[src/rtl/pwm_center3_pkg.sv]
package pwm_center3_pkg;

  typedef enum logic {
    LEG_UP   = 1'b0,
    LEG_DOWN = 1'b1
  } leg_e;

  typedef enum logic [2:0] {
    RA_PERIOD = 3'd0,
    RA_DUTY0  = 3'd1,
    RA_CTRL   = 3'd4
  } reg_addr_e;

endpackage

[src/rtl/pwm_regs.sv]
module pwm_regs #(
  parameter int W       = 12,
  parameter int NCH     = 3,
  parameter int AW      = 3,
  parameter int RST_TM  = 8
) (
  input  logic                    clk,
  input  logic                    rst,
  input  logic                    wr_en,
  input  logic [AW-1:0]           wr_addr,
  input  logic [W-1:0]            wr_data,
  output logic [W-1:0]            p_tm,
  output logic [NCH-1:0][W-1:0]   p_duty,
  output logic                    p_dbl
);
  import pwm_center3_pkg::*;

  localparam logic [AW-1:0] A_PER  = AW'(RA_PERIOD);
  localparam logic [AW-1:0] A_CTRL = AW'(RA_CTRL);

  always_ff @(posedge clk) begin
    if (rst) begin
      p_tm  <= W'(RST_TM);
      p_dbl <= 1'b0;
    end else if (wr_en) begin
      if (wr_addr == A_PER)  p_tm  <= wr_data;
      if (wr_addr == A_CTRL) p_dbl <= wr_data[0];
    end
  end

  for (genvar k = 0; k < NCH; k++) begin : g_duty
    localparam logic [AW-1:0] A_D = AW'(int'(RA_DUTY0) + k);
    always_ff @(posedge clk) begin
      if (rst)                          p_duty[k] <= '0;
      else if (wr_en && wr_addr == A_D) p_duty[k] <= wr_data;
    end
  end

endmodule

[src/rtl/pwm_timebase.sv]
module pwm_timebase #(
  parameter int W   = 12,
  parameter int NCH = 3
) (
  input  logic                     clk,
  input  logic                     rst,
  input  logic                     en_tmr,
  input  logic [W-1:0]             p_tm,
  input  logic [NCH-1:0][W-1:0]    p_duty,
  input  logic                     p_dbl,
  output logic                     run,
  output logic signed [W:0]        tmr,
  output logic [W-1:0]             h_act,
  output logic [NCH-1:0][W-1:0]    d_act,
  output logic                     at_start
);
  import pwm_center3_pkg::*;

  localparam int TW = W + 1;

  leg_e                  leg;
  logic [W-1:0]          h_new;
  logic signed [TW-1:0]  h_new_s;
  logic signed [TW-1:0]  h_cur_s;
  logic                  up_turn;
  logic                  dn_turn;

  always_comb begin
    h_new   = (p_tm[W-1:1] == '0) ? W'(1) : {1'b0, p_tm[W-1:1]};
    h_new_s = $signed({1'b0, h_new});
    h_cur_s = $signed({1'b0, h_act});
    up_turn = (tmr == h_cur_s - TW'(1));
    dn_turn = (tmr == -h_cur_s + TW'(1));
    at_start = run && (leg == LEG_UP) && (tmr == -h_cur_s);
  end

  always_ff @(posedge clk) begin
    if (rst) begin
      run   <= 1'b0;
      tmr   <= '0;
      leg   <= LEG_UP;
      h_act <= W'(1);
      d_act <= '0;
    end else if (!en_tmr) begin
      run <= 1'b0;
    end else if (!run) begin
      run   <= 1'b1;
      h_act <= h_new;
      d_act <= p_duty;
      tmr   <= -h_new_s;
      leg   <= LEG_UP;
    end else if (leg == LEG_UP) begin
      if (up_turn) begin
        leg <= LEG_DOWN;
        if (p_dbl) begin
          h_act <= h_new;
          d_act <= p_duty;
          tmr   <= h_new_s;
        end else begin
          tmr   <= h_cur_s;
        end
      end else begin
        tmr <= tmr + TW'(1);
      end
    end else begin
      if (dn_turn) begin
        leg   <= LEG_UP;
        h_act <= h_new;
        d_act <= p_duty;
        tmr   <= -h_new_s;
      end else begin
        tmr <= tmr - TW'(1);
      end
    end
  end

endmodule

[src/rtl/pwm_outstage.sv]
module pwm_outstage #(
  parameter int W   = 12,
  parameter int NCH = 3
) (
  input  logic                    clk,
  input  logic                    rst,
  input  logic                    run,
  input  logic                    en_out,
  input  logic signed [W:0]       tmr,
  input  logic [NCH-1:0][W-1:0]   d_act,
  input  logic                    at_start,
  output logic [NCH-1:0]          pwm_out,
  output logic                    sync_out
);
  localparam int TW = W + 1;

  logic [TW-1:0] mag;

  always_comb begin
    mag = tmr[TW-1] ? TW'(-tmr) : TW'(tmr);
  end

  for (genvar k = 0; k < NCH; k++) begin : g_ch
    always_ff @(posedge clk) begin
      if (rst) pwm_out[k] <= 1'b0;
      else     pwm_out[k] <= run && en_out && (mag < {1'b0, d_act[k]});
    end
  end

  always_ff @(posedge clk) begin
    if (rst) sync_out <= 1'b0;
    else     sync_out <= at_start;
  end

endmodule

[src/rtl/pwm_center3.sv]
module pwm_center3 #(
  parameter int W      = 12,
  parameter int NCH    = 3,
  parameter int AW     = 3,
  parameter int RST_TM = 8
) (
  input  logic            clk,
  input  logic            rst,
  input  logic            wr_en,
  input  logic [AW-1:0]   wr_addr,
  input  logic [W-1:0]    wr_data,
  input  logic            en_tmr,
  input  logic            en_out,
  output logic [NCH-1:0]  pwm_out,
  output logic            sync_out
);
  logic [W-1:0]            p_tm;
  logic [NCH-1:0][W-1:0]   p_duty;
  logic                    p_dbl;
  logic                    run_w;
  logic signed [W:0]       tmr_w;
  logic [W-1:0]            h_act_w;
  logic [NCH-1:0][W-1:0]   d_act_w;
  logic                    at_start_w;

  pwm_regs #(.W(W), .NCH(NCH), .AW(AW), .RST_TM(RST_TM)) u_regs (
    .clk(clk), .rst(rst), .wr_en(wr_en), .wr_addr(wr_addr), .wr_data(wr_data),
    .p_tm(p_tm), .p_duty(p_duty), .p_dbl(p_dbl)
  );

  pwm_timebase #(.W(W), .NCH(NCH)) u_tb (
    .clk(clk), .rst(rst), .en_tmr(en_tmr), .p_tm(p_tm), .p_duty(p_duty),
    .p_dbl(p_dbl), .run(run_w), .tmr(tmr_w), .h_act(h_act_w),
    .d_act(d_act_w), .at_start(at_start_w)
  );

  pwm_outstage #(.W(W), .NCH(NCH)) u_out (
    .clk(clk), .rst(rst), .run(run_w), .en_out(en_out), .tmr(tmr_w),
    .d_act(d_act_w), .at_start(at_start_w), .pwm_out(pwm_out),
    .sync_out(sync_out)
  );

endmodule

[config.mk]
export PLATFORM = sky130hd
export DESIGN_NAME = pwm_center3
export DESIGN_NICKNAME = d
export VERILOG_FILES = /design/src/rtl/pwm_center3_pkg.sv /design/src/rtl/pwm_regs.sv /design/src/rtl/pwm_timebase.sv /design/src/rtl/pwm_outstage.sv /design/src/rtl/pwm_center3.sv
export SDC_FILE = /design/constraint.sdc
export NUM_CORES = 1
export LEC_CHECK = 0
export ABC_AREA = 1
export BUFFER_PORTS_ARGS = -buffer_cell sky130_fd_sc_hd__buf_2
export CAP_MARGIN = 40
export CORE_AREA = 4 4 106 184
export CTS_BUF_LIST = sky130_fd_sc_hd__clkbuf_16
export CTS_CLUSTER_SIZE = 10
export DETAILED_ROUTE_END_ITERATION = 8
export DIE_AREA = 0 0 110 188
export GPL_TIMING_DRIVEN = 0
export PLACE_DENSITY = 0.62
export SLEW_MARGIN = 30
export SYNTH_ARGS = -nofsm -noshare
export SYNTH_HDL_FRONTEND = slang
export SYNTH_SLANG_ARGS = --single-unit
export TNS_END_PERCENT = 30
[constraint.sdc]
create_clock -name clk -period 3.7 [get_ports clk]
set_input_delay 0.74 -clock clk [delete_from_list [all_inputs] [get_ports clk]]
set_output_delay 0.74 -clock clk [all_outputs]
set_load 0.05 [all_outputs]
== Word level (Yosys, flattened, before mapping) ==
Cells that the tools add are included.
Word-level totals
  register bits: 116
  bits of input ports: 20
  output and inout bits: 4
  logic and storage cells: 73
Operators by class
  add/subtract/negate cells: 7
  magnitude comparators: 3
  eq/ne operators: 10
  mux-type cells: 22
  bitwise logic cells: 1
  reductions and logical operators: 14
Operators with widths (number)
  $mux 36: 5
  $mux 12: 6
  $mux 13: 5
  $eq 13x13->1: 3
  $lt 13x12->1: 3
  $add 13x2->13 const B: 2
  $neg 12->13: 2
  $neg 13->13: 1
  $sub 12x1->13 const B: 1
  $sub 13x2->13 const B: 1
  $logic_not 11->1: 1
  $mux 11: 1
  $logic_and 1x1->1: 9
  $ne 3x3->1 const B: 3
  $eq 3x2->1 const B: 2
  $mux 1: 5
  $reduce_and 2->1: 2
  $reduce_and 4->1: 1
  $eq 3x1->1 const B: 1
  $eq 3x3->1 const B: 1
  $logic_not 3->1: 1
  $not 1->1: 1

== Longest topological paths before layout ==
Gate-level depths: netlist of run 1.
  word-level depth: 6
  gate-level depth with buffers: 23
  mapped depth without buffers: 21

== Cells and area by module ==
A second synthesis of run 1 with hierarchy kept.
Unflattened totals
  cells, all modules: 1287
  area, all modules: 8061.5 um^2
Modules (own cells, without submodules)
  pwm_timebase: instances 1, cells an instance 779, area each 4772.1 um^2, seq. area each 1241.2 um^2
  pwm_regs: instances 1, cells an instance 296, area each 2016.9 um^2, seq. area each 980.9 um^2
  pwm_outstage: instances 1, cells an instance 212, area each 1272.5 um^2, seq. area each 80.1 um^2

== Worst setup path after synthesis of run 1 ==
Ideal clock, no wire load.
  path type: flip-flop to flip-flop
  start point: reg u_tb.tmr[0]
  end point: reg u_out.pwm_out[0]
  library setup time: 0.115 ns
  arrival time: 2.524 ns
  required time: 3.585 ns
  slack: 1.062 ns
  stages on the path, launching flop included: 17
  clock period less this slack: 2.638 ns
  path through: dfxtp_1 -> clkbuf_1 -> inv_1 -> ha_1 -> nand3_1 -> nor3_1 -> xor2_1 -> o21ai_0 -> inv_1 -> ha_1 -> nand2_1 -> nor2_1 -> a211oi_1 -> nand2_1 -> nand3_1 -> nand2_1 -> a2111oi_0
Between the ends
  cells in the longest elaborated chain, start to end: 4
RTL lines
  start, declared: line pwm_timebase.sv:12  | output logic signed [W:0] tmr,
  start signal, assigned: line pwm_timebase.sv:50  | tmr <= -h_new_s;
  start signal, assigned: line pwm_timebase.sv:58  | tmr <= h_new_s;
  start signal, assigned: line pwm_timebase.sv:60  | tmr <= h_cur_s;
  $neg 13->13: line pwm_outstage.sv:20  | mag = tmr[TW-1] ? TW'(-tmr) : TW'(tmr);
  $mux 13 (*): line pwm_outstage.sv:20
  $lt 13x12->1 (*): line pwm_outstage.sv:26  | else pwm_out[k] <= run && en_out && (mag < {1'b0, d_act[k]});
  $logic_and 1x1->1 (*): line pwm_outstage.sv:26
  end signal, assigned by index: line pwm_outstage.sv:26
  end, declared: line pwm_outstage.sv:12  | output logic [NCH-1:0] pwm_out,
Every way passes the cells marked *; elsewhere a longest branch is shown, timed or not.
A chain may end at the register's enable or synchronous reset.

== Worst setup path in the final report of run 1 ==
  start point: reg u_tb.h_act[0]
  end point: reg u_tb.tmr[9]
Between the ends
  cells in the longest elaborated chain, start to end: 6
  elaborated cells on any way between the ends: 9
  those cells by class: 3 x add/sub; 2 x eq/ne; 4 x mux
RTL lines
  start, declared: line pwm_timebase.sv:13  | output logic [W-1:0] h_act,
  start signal, assigned: line pwm_timebase.sv:48  | h_act <= h_new;
  start signal, assigned: line pwm_timebase.sv:56  | h_act <= h_new;
  start signal, assigned: line pwm_timebase.sv:68  | h_act <= h_new;
  $neg 12->13: line pwm_timebase.sv:33  | dn_turn = (tmr == -h_cur_s + TW'(1));
  $add 13x2->13: line pwm_timebase.sv:33
  $eq 13x13->1: line pwm_timebase.sv:33
  $mux 13: line pwm_timebase.sv:66  | if (dn_turn) begin
  $mux 13 (*): line pwm_timebase.sv:52  | end else if (leg == LEG_UP) begin
  $mux 13 (*): line pwm_timebase.sv:46  | end else if (!run) begin
  end signal, assigned: line pwm_timebase.sv:50
  end signal, assigned: line pwm_timebase.sv:58
  end signal, assigned: line pwm_timebase.sv:70  | tmr <= -h_new_s;
Marks and branches as above.

==> impl_metrics.py, run 1 <==
metrics = {
    "run_status": {
        "status": "complete, no violations",
    },
    "critical_path": {
        "crit_fanout": 6,
        "path_cells": "inv_2 > ha_1 > nand2_1 > nand3_1 > nor2_1 > nand3_1 > nor2_1 > nand2_1 > nand2_1 > nand3_1 > nor2_2 > nand3_2 > nand2_2 > nand4_1 > nand2_1 > a21oi_1",
        "r2r-start": "u_tb.h_act[0]",
        "critPathCaptureType": "flop",
        "crit_path_frequent_cell": "nand2_1",
        "path_delay_family": "simple AND/OR/NAND/NOR gates",
        "arrival_ps": 3710,
        "r2r_setup_slack_ps": 280,
        "reg2reg_depth": 16,
        "worst-path-buf-inv": 1,
        "worstReg2RegEnd": "u_tb.tmr[9]",
        "start_kind": "flop",
        "critical_path_class": "reg2reg",
        "required_ps": 3990,
        "worst_path_max_delay_cell": "dfxtp_2",
        "slowest_delay_ps": 440,
    },
    "routing": {
        "wl_met3_um": 945,
        "wl_met2_mm": 14.8,
        "firstDrtPassIters": 4,
        "drtIter0Drc": 525,
        "vias_per_cell": 5.18,
        "highest_layer": "met4",
        "drc": 0,
        "wirelength_mm": 28.3,
        "vias": 8168,
        "ant_nets": 0,
        "m1WireLength_mm": 9.72,
        "wire_per_inst_um": 17.9,
    },
    "sta": {
        "tightest_slew_ps": 690,
        "finalHoldViolCount": 0,
        "grt_setup_unrepaired": "no",
        "timing.hold.ws_ps": 455,
        "skew_ps": 9.55,
        "drv_slew": 0,
        "setup_viol": 0,
        "min_period_over_period": 0.924,
        "min_period_ps": 3420,
        "fmaxAchievable_ghz": 0.292,
        "slew_headroom": 0.538,
        "setup_tns_ps": 0,
    },
    "synthesis": {
        "async_flop_share": 0,
        "seq_area_frac_synth": 0.286,
        "syn_area_per_cell_um2": 6.19,
        "synth-main-ff-cell": "dfxtp_1",
        "synth_warnings": 0,
        "synth_edf_count": 0,
        "synth_largest_area_cell": "dfxtp_1",
        "synth_commonest_cells": "nand2_1, inv_1, nor2_1",
        "synth_top_area_frac": 0.286,
        "synth_area_um2": 7980,
        "synth.area.top_cells": "dfxtp_1, nand2_1, inv_1",
        "ys_seq_elements": 114,
        "synth_nets": 1349,
        "yosysMostFrequentCell": "nand2_1",
        "synthDistinctLibCells": 37,
        "syn-instance-count": 1289,
    },
    "global_routing": {
        "grt_pass1_wl_mm": 43.7,
        "antenna_found_initial": 1,
        "overflow": 0,
        "first_global_vias": 8148,
        "gr-usage-all-layers": 0.288,
        "grt_max_degree": 17,
    },
    "cts": {
        "post_cts_buffers": 0,
        "holdBufCountCts": 0,
        "clockRootBuffer": "clkbuf_16",
        "ctsLongestPathBuffers": 2,
        "clk_latency_ps": 420,
        "cts_tree": "yes",
        "cts_max_level": 4,
        "cts-resized-gates": 0,
        "cts_made_buffers": 17,
        "cts.sinks": 114,
        "clkTransAtPathRegs_ps": 50,
    },
    "hold_path": {
        "hp-start": "u_regs.p_duty[10]",
        "whs_path_depth": 2,
        "hold_path_end": "u_regs.p_duty[10]",
        "worstHoldPathType": "reg2reg",
    },
    "pwr": {
        "max-vdd-ir-drop_mv": 0.369,
        "totalPowerFinal_mw": 3.97,
        "leakage_nw": 4.33,
        "p_per_area_nw_per_um2": 443,
    },
    "die": {
        "start_util": 0.444,
        "die_area_um2": 20700,
        "core_area_um2": 18000,
        "fp-row-count": 65,
        "pin_count": 24,
        "die_width_um": 110,
        "fp.dieH_um": 188,
    },
    "job": {
        "maxCapViolations": 0,
    },
    "finish": {
        "drive_above_1_share": 0.0774,
        "stdcell_area_um2": 8970,
        "syn2layout_area_growth_pct": 12.4,
        "nNetsFinal": 1391,
    },
    "placed_design": {
        "io_buffers": 23,
        "post-dp-hpwl_mm": 23.0,
        "placed_area_um2": 8390,
        "gp_congestion": 1.00,
    },
}
-- sequential cells by signal (all words and copies together), names as in the netlist --
name / flops
u_out.pwm_out: 3
u_out.sync_out: 1
u_regs.p_dbl: 1
u_regs.p_duty: 36
u_regs.p_tm: 11
u_tb.d_act: 36
u_tb.h_act: 11
u_tb.leg: 1
u_tb.run: 1
u_tb.tmr: 13
-- cell usage in the layout (no fill, tap or decap), drive strengths merged, types with 4 or more instances in the layout --
cell | netlist | layout
o21ai | 94 | 94
nand2 | 313 | 313
nor2 | 130 | 130
nor3 | 11 | 11
clkinv | 2 | 9
o211ai | 5 | 5
buf | 27 | 50
nand3 | 92 | 92
nand4 | 62 | 62
ha | 40 | 40
inv | 221 | 223
xnor2 | 5 | 5
nor4 | 4 | 4
dfxtp | 114 | 114
xor2 | 34 | 34
clkbuf | 36 | 53
a21oi | 83 | 83
-- per-stage QoR --
stage	worst slack [ps]	std cells	util
6_report	280	1578	0.499
4_1_cts	44.2	1577	0.497
3_5_place_dp	47.1	1546	0.467
3_3_place_gp	44.8	1546	0.467
5_1_grt	14.0	1577	0.499
2_1_floorplan	1060	1289	-
-- report_power, final --
| group | switching (mW) | internal (mW) |
|---|---|---|
| clock network | 0.577 | 0.967 |
| registers | 0.0357 | 1.30 |
| logic | 0.743 | 0.346 |
| total | 1.36 | 2.61 |
-- how the worst max path moves through the flow --
| stage | from | end | slack, ps | depth (start not counted) |
|---|---|---|---|---|
| 2_1_floorplan | u_tb.tmr[0] | u_out.pwm_out[0] | 1060 | 16 |
| 3_3_place_gp | u_tb.h_act[0] | u_tb.tmr[10] | 40 | 17 |
| 3_5_place_dp | u_tb.h_act[0] | u_tb.tmr[10] | 50 | 17 |
| 4_1_cts | u_tb.h_act[0] | u_tb.tmr[10] | 40 | 17 |
| 5_1_grt | u_tb.tmr[0] | u_out.pwm_out[1] | 10 | 16 |
| 6_report | u_tb.h_act[0] | u_tb.tmr[9] | 280 | 16 |
-- worst min-delay path, cell delays in order (launching register included) --
cell and delay [ps]:
dfxtp_1 290, inv_1 60, a21oi_1 60
-- layer usage --
metal | track usage | vias up
li1 | - | 4190
met1 | 0.269 | 3639
met2 | 0.518 | 219
met3 | 0.0517 | 120
met4 | 0.239 | 0
met5 | 0 | -
-- kinds of logic after synthesis --
family,synth area share
DFF,0.286
buffers and inverters,0.142
AOI/OAI and AO/OA,0.128
adders and majority gates,0.0627
xor gates and xnor gates,0.0428
and+or+nand+nor,0.338
-- final cells by class --
| class | instances | area (µm²) |
|---|---|---|
| diodes | 1 | 2.50 |
| well taps | 234 | 293 |
| fillers | 1937 | 9000 |
| inverters | 223 | 837 |
| plain buffers | 63 | 300 |
| multi-input cells | 889 | 4590 |
| repair buffers | 23 | 115 |
| clock buffers | 17 | 425 |
| clock inverters | 14 | 125 |
| flip-flops and latches | 114 | 2280 |
No activity file was read; power rests on OpenSTA's default activity.
==> inputs of run 2 (changes only) <==
--- a/config.mk
+++ b/config.mk
@@ -8,15 +8,16 @@
 export ABC_AREA = 1
 export BUFFER_PORTS_ARGS = -buffer_cell sky130_fd_sc_hd__buf_2
 export CAP_MARGIN = 40
-export CORE_AREA = 4 4 106 184
+export CORE_AREA = 4 4 107 185
 export CTS_BUF_LIST = sky130_fd_sc_hd__clkbuf_16
 export CTS_CLUSTER_SIZE = 10
 export DETAILED_ROUTE_END_ITERATION = 8
-export DIE_AREA = 0 0 110 188
+export DIE_AREA = 0 0 111 189
 export GPL_TIMING_DRIVEN = 0
 export PLACE_DENSITY = 0.62
-export SLEW_MARGIN = 30
+export SLEW_MARGIN = 20
 export SYNTH_ARGS = -nofsm -noshare
 export SYNTH_HDL_FRONTEND = slang
+export SYNTH_HIERARCHICAL = 1
 export SYNTH_SLANG_ARGS = --single-unit
 export TNS_END_PERCENT = 30
==> impl_metrics.py, run 2 <==
metrics = {
    "synthesis": {
        "synth_warnings": 6,
        "syn_area_per_cell_um2": 6.26,
        "synth_area_um2": 8010,
        "syn-instance-count": 1280,
        "synth_nets": 1340,
    },
    "sta": {
        "drv_slew": 0,
        "timing.hold.ws_ps": 459,
        "min_period_over_period": 0.894,
        "min_period_ps": 3310,
        "grt_setup_unrepaired": "no",
        "setup_tns_ps": 0,
        "finalHoldViolCount": 0,
        "tightest_slew_ps": 906,
        "setup_ws_ps": 391,
        "skew_ps": 7.68,
        "fmaxAchievable_ghz": 0.302,
        "slew_headroom": 0.389,
        "setup_viol": 0,
    },
    "global_routing": {
        "first_global_vias": 8177,
        "antenna_found_initial": 0,
        "grt_max_degree": 17,
        "grt_pass1_wl_mm": 42.9,
        "overflow": 0,
        "gr-usage-all-layers": 0.263,
    },
    "pwr": {
        "power.share.clock": 0.407,
        "max-vdd-ir-drop_mv": 0.427,
        "p_per_area_nw_per_um2": 424,
        "power_switching_mw": 1.25,
        "p_sw_frac": 0.328,
        "comb_power_share": 0.243,
        "totalPowerFinal_mw": 3.80,
        "intPower_mw": 2.55,
        "pwr-share-seq": 0.350,
        "leakage_nw": 4.01,
    },
    "finish": {
        "largest_registers": "u_regs/p_duty: 36 flops, u_tb/d_act: 36 flops, u_tb/tmr: 13 flops",
        "n_antenna_cell": 0,
        "syn2layout_area_growth_pct": 12.0,
        "post-route-util": 0.487,
        "drive_above_1_share": 0.0930,
        "nNetsFinal": 1382,
        "final_common_cell": "nand2_1",
        "final_cell_mix": "nand2_1, nor2_1, nand3_1, inv_1, dfxtp_1",
        "stdcell_area_um2": 8980,
        "instances_no_fill": 1572,
    },
    "cts": {
        "cts.sinks": 114,
        "ctsLongestPathBuffers": 2,
        "clk_latency_ps": 420,
        "cts_made_buffers": 17,
        "cts_max_level": 4,
        "holdBufCountCts": 0,
        "cts_tree": "yes",
        "post_cts_buffers": 0,
        "clkTransAtPathRegs_ps": 60,
        "clockRootBuffer": "clkbuf_16",
        "cts-resized-gates": 0,
    },
    "critical_path": {
        "r2r-start": "u_tb/h_act[0]",
        "worstReg2RegEnd": "u_tb/d_act[32]",
        "path_cells": "inv_2 > ha_1 > inv_1 > nand2_1 > nand3_1 > nor2_1 > nand3_1 > nor2_2 > nand2_1 > nand2_1 > nand3_1 > nor2_4 > nand2_4 > nand2_4 > nand2_1 > buf_6 > buf_6 > nand2_1 > a21oi_1",
        "startpoint": "u_tb/h_act[0]",
        "worst_path_max_delay_cell": "dfxtp_1",
        "arrival_ps": 3580,
        "required_ps": 3980,
        "crit_path_frequent_cell": "nand2_1",
        "reg2reg_depth": 19,
        "crit_fanout": 10,
        "cp-endpoint": "u_tb/d_act[32]",
        "critical_path_class": "reg2reg",
        "critPathCaptureType": "flop",
        "r2r_setup_slack_ps": 390,
        "slowest_delay_ps": 410,
        "start_kind": "flop",
    },
    "placed_design": {
        "gp_congestion": 0.967,
        "dp.cells": 1541,
        "dpl_worst_slack_ps": 431,
        "post-dp-hpwl_mm": 21.8,
        "io_buffers": 23,
        "placed_area_um2": 8430,
    },
    "routing": {
        "firstDrtPassIters": 5,
        "ant_nets": 0,
        "drtIter0Drc": 482,
        "vias_per_cell": 5.22,
        "vias": 8205,
        "wire_per_inst_um": 17.3,
        "wirelength_mm": 27.2,
        "drc": 0,
    },
    "die": {
        "fp.dieH_um": 189,
        "pin_count": 24,
        "fp-row-count": 66,
        "core_area_um2": 18400,
        "die_width_um": 111,
        "start_util": 0.435,
        "die_area_um2": 21000,
    },
    "hold_path": {
        "worstHoldPathType": "reg2reg",
    },
    "job": {
        "maxCapViolations": 0,
    },
    "run_status": {
        "status": "complete, no violations",
    },
}
## run 2: how the worst min path moves through the flow
stage	startpoint	end	slack, ps	depth (start not counted)
floorplan	u_tb/d_act[13]	u_tb/d_act[13]	440	2
global placement	u_tb/d_act[16]	u_tb/d_act[16]	450	2
detailed placement	u_tb/d_act[1]	u_tb/d_act[1]	450	2
CTS	u_tb/d_act[1]	u_tb/d_act[1]	460	2
global route	u_tb/d_act[16]	u_tb/d_act[16]	480	2
finish	u_tb/d_act[0]	u_tb/d_act[0]	460	2
## run 2: layout make-up
type / count / area [µm²]
clock buffer: 17 / 425
fill: 2000 / 9440
timing repair buffer: 23 / 115
sequential: 114 / 2280
multi-input combinational: 970 / 4870
buffer: 54 / 329
clock inverter: 14 / 124
inverter: 142 / 533
tap: 238 / 298
## run 2: power by group through the flow
stage | combinational [mW] | sequential, mW | clock (mW)
finish | 0.924 | 1.33 | 1.55
global route | 1.06 | 1.33 | 1.63
CTS | 0.921 | 1.33 | 1.57
detailed placement | 0.913 | 1.36 | 0
global placement | 0.901 | 1.35 | 0
floorplan | 0.686 | 1.33 | 0
## run 2: routing by layer
layer / global-route usage / vias up / part of all wire
li1: - / 4172 / -
met1: 0.240 / 3724 / 0.35
met2: 0.517 / 206 / 0.54
met3: 0.0317 / 103 / 0.025
met4: 0.199 / 0 / 0.083
met5: 0 / - / 0
## run 2: critical path, delay by kind of cell, from the launching register on
kind            cells  cell delay, ps
simple gates       13            1680
flops               1             410
fa+ha+maj           1             350
buf+inv             4             640
compound gates      1              60
==> inputs of run 3 (changes only) <==
--- a/config.mk
+++ b/config.mk
@@ -8,11 +8,11 @@
 export ABC_AREA = 1
 export BUFFER_PORTS_ARGS = -buffer_cell sky130_fd_sc_hd__buf_2
 export CAP_MARGIN = 40
-export CORE_AREA = 4 4 107 185
+export CORE_AREA = 2 2 105 183
 export CTS_BUF_LIST = sky130_fd_sc_hd__clkbuf_16
 export CTS_CLUSTER_SIZE = 10
 export DETAILED_ROUTE_END_ITERATION = 8
-export DIE_AREA = 0 0 111 189
+export DIE_AREA = 0 0 107 185
 export GPL_TIMING_DRIVEN = 0
 export PLACE_DENSITY = 0.62
 export SLEW_MARGIN = 20
==> impl_metrics.py, run 3 (synthesis results as in run 2) <==
metrics = {
    "routing": {
        "firstDrtPassIters": 6,
        "wire_per_inst_um": 17.4,
        "vias_per_cell": 5.22,
        "ant_nets": 0,
        "drtIter0Drc": 409,
        "wirelength_mm": 27.4,
        "drc": 0,
        "vias": 8208,
    },
    "global_routing": {
        "first_global_vias": 7905,
        "gr-usage-all-layers": 0.283,
        "grt_max_degree": 17,
        "antenna_found_initial": 0,
        "overflow": 0,
        "grt_pass1_wl_mm": 41.7,
    },
    "finish": {
        "multi_input_area_um2": 4870,
        "syn2layout_area_growth_pct": 12.3,
        "final_common_cell": "nand2_1",
        "post-route-util": 0.489,
        "n_antenna_cell": 0,
        "nNetsFinal": 1382,
        "drive_above_1_share": 0.0936,
        "largest_registers": "u_regs/p_duty: 36 flops, u_tb/d_act: 36 flops, u_tb/tmr: 13 flops",
        "n_fill_cell": 2020,
        "instances_no_fill": 1573,
        "regArea_um2": 2280,
        "final_cell_mix": "nand2_1, nor2_1, nand3_1, inv_1, dfxtp_1",
    },
    "sta": {
        "setup_tns_ps": 0,
        "setup_ws_ps": 358,
        "slew_headroom": 0.480,
        "grt_setup_unrepaired": "no",
        "min_period_over_period": 0.903,
        "skew_ps": 21.5,
        "drv_slew": 0,
        "tightest_slew_ps": 772,
        "fmaxAchievable_ghz": 0.299,
        "setup_viol": 0,
        "min_period_ps": 3340,
        "finalHoldViolCount": 0,
    },
    "die": {
        "die_area_um2": 19800,
        "pin_count": 24,
        "die_width_um": 107,
        "fp-row-count": 66,
        "fp.dieH_um": 185,
        "core_area_um2": 18400,
        "start_util": 0.435,
    },
    "cts": {
        "cts.sinks": 114,
        "holdBufCountCts": 0,
        "cts_max_level": 4,
        "post_cts_buffers": 0,
        "cts_made_buffers": 17,
        "ctsLongestPathBuffers": 2,
        "cts_tree": "yes",
        "clk_latency_ps": 430,
        "clkTransAtPathRegs_ps": 50,
        "clockRootBuffer": "clkbuf_16",
        "cts-resized-gates": 0,
    },
    "pwr": {
        "max-vdd-ir-drop_mv": 0.458,
        "leakage_nw": 4.01,
        "p_per_area_nw_per_um2": 428,
        "totalPowerFinal_mw": 3.85,
    },
    "placed_design": {
        "io_buffers": 23,
        "dpl_worst_slack_ps": 431,
        "post-dp-hpwl_mm": 21.8,
        "dp.cells": 1541,
        "gp_congestion": 0.992,
    },
    "critical_path": {
        "required_ps": 4040,
        "start_kind": "flop",
        "crit_fanout": 10,
        "worst_path_max_delay_cell": "dfxtp_1",
        "crit_path_frequent_cell": "nand3_1",
        "arrival_ps": 3680,
        "path_cells": "inv_2 > ha_1 > inv_1 > nand2_1 > nand3_1 > nor2_1 > nand3_1 > nor2_2 > nand2_1 > nand2_1 > nand3_1 > nor2_4 > nand2_4 > nand2_4 > buf_2 > nand3_1 > a21oi_1",
        "critical_path_class": "reg2reg",
        "slowest_delay_ps": 410,
        "critPathCaptureType": "flop",
    },
    "hold_path": {
        "worstHoldPathType": "reg2reg",
    },
    "run_status": {
        "status": "complete, no violations",
    },
    "job": {
        "maxCapViolations": 0,
    },
}
## run 3: cell count changes in the layout (fill, tap and decap cells not counted)
cell	previous run	this run
inv_6	0	1
clkinv_4	0	3
clkinv_2	6	3
## run 3: worst paths after layout
path	start	to	slack, ps	cells after the start
worst max-delay path	u_tb/h_act[0]	u_tb/d_act[35]	360	17
worst min-delay path	u_tb/d_act[14]	u_tb/d_act[14]	460	2
worst max register to register	u_tb/h_act[0]	u_tb/d_act[35]	360	17
worst min register to register	u_tb/d_act[14]	u_tb/d_act[14]	460	2
## run 3: report_power, final
| part | internal, mW | switching [mW] | total [mW] | leakage [nW] |
|---|---|---|---|---|
| logic | 0.316 | 0.615 | 0.931 | 2.81 |
| registers | 1.27 | 0.0595 | 1.33 | 0.927 |
| clock network | 0.981 | 0.610 | 1.59 | 0.275 |
## run 3: per-stage QoR
stage	hold slack, ps	instance area, µm²
2_1_floorplan	439	8010
3_3_place_gp	449	8430
3_5_place_dp	451	8430
4_1_cts	460	9000
5_1_grt	475	9000
6_report	458	9000
## run 3: routing by layer
layer  track usage  up-vias  part of all wire
li1              -     4178                 -
met3        0.0310       87             0.026
met1         0.257     3741              0.36
met5             0        -                 0
met4         0.231        0             0.083
met2         0.548      202              0.54
## run 3: layout make-up
cell class	count	share of cell area
plain buffers	54	0.0366
clock inverters	15	0.0160
clock buffers	17	0.0473
multi-input cells	970	0.541
repair buffers	23	0.0128
flip-flops and latches	114	0.254
well taps	238	0.0331
inverters	142	0.0592
## run 3: worst max-delay path, delay by kind of cell (launching register included)
kind | cells | cell delay, ps
flip-flops | 1 | 410
adder cells (fa/ha/maj) | 1 | 340
buffers and inverters | 3 | 590
AND/OR/NAND/NOR | 12 | 1750
AO/OA/AOI/OAI | 1 | 170
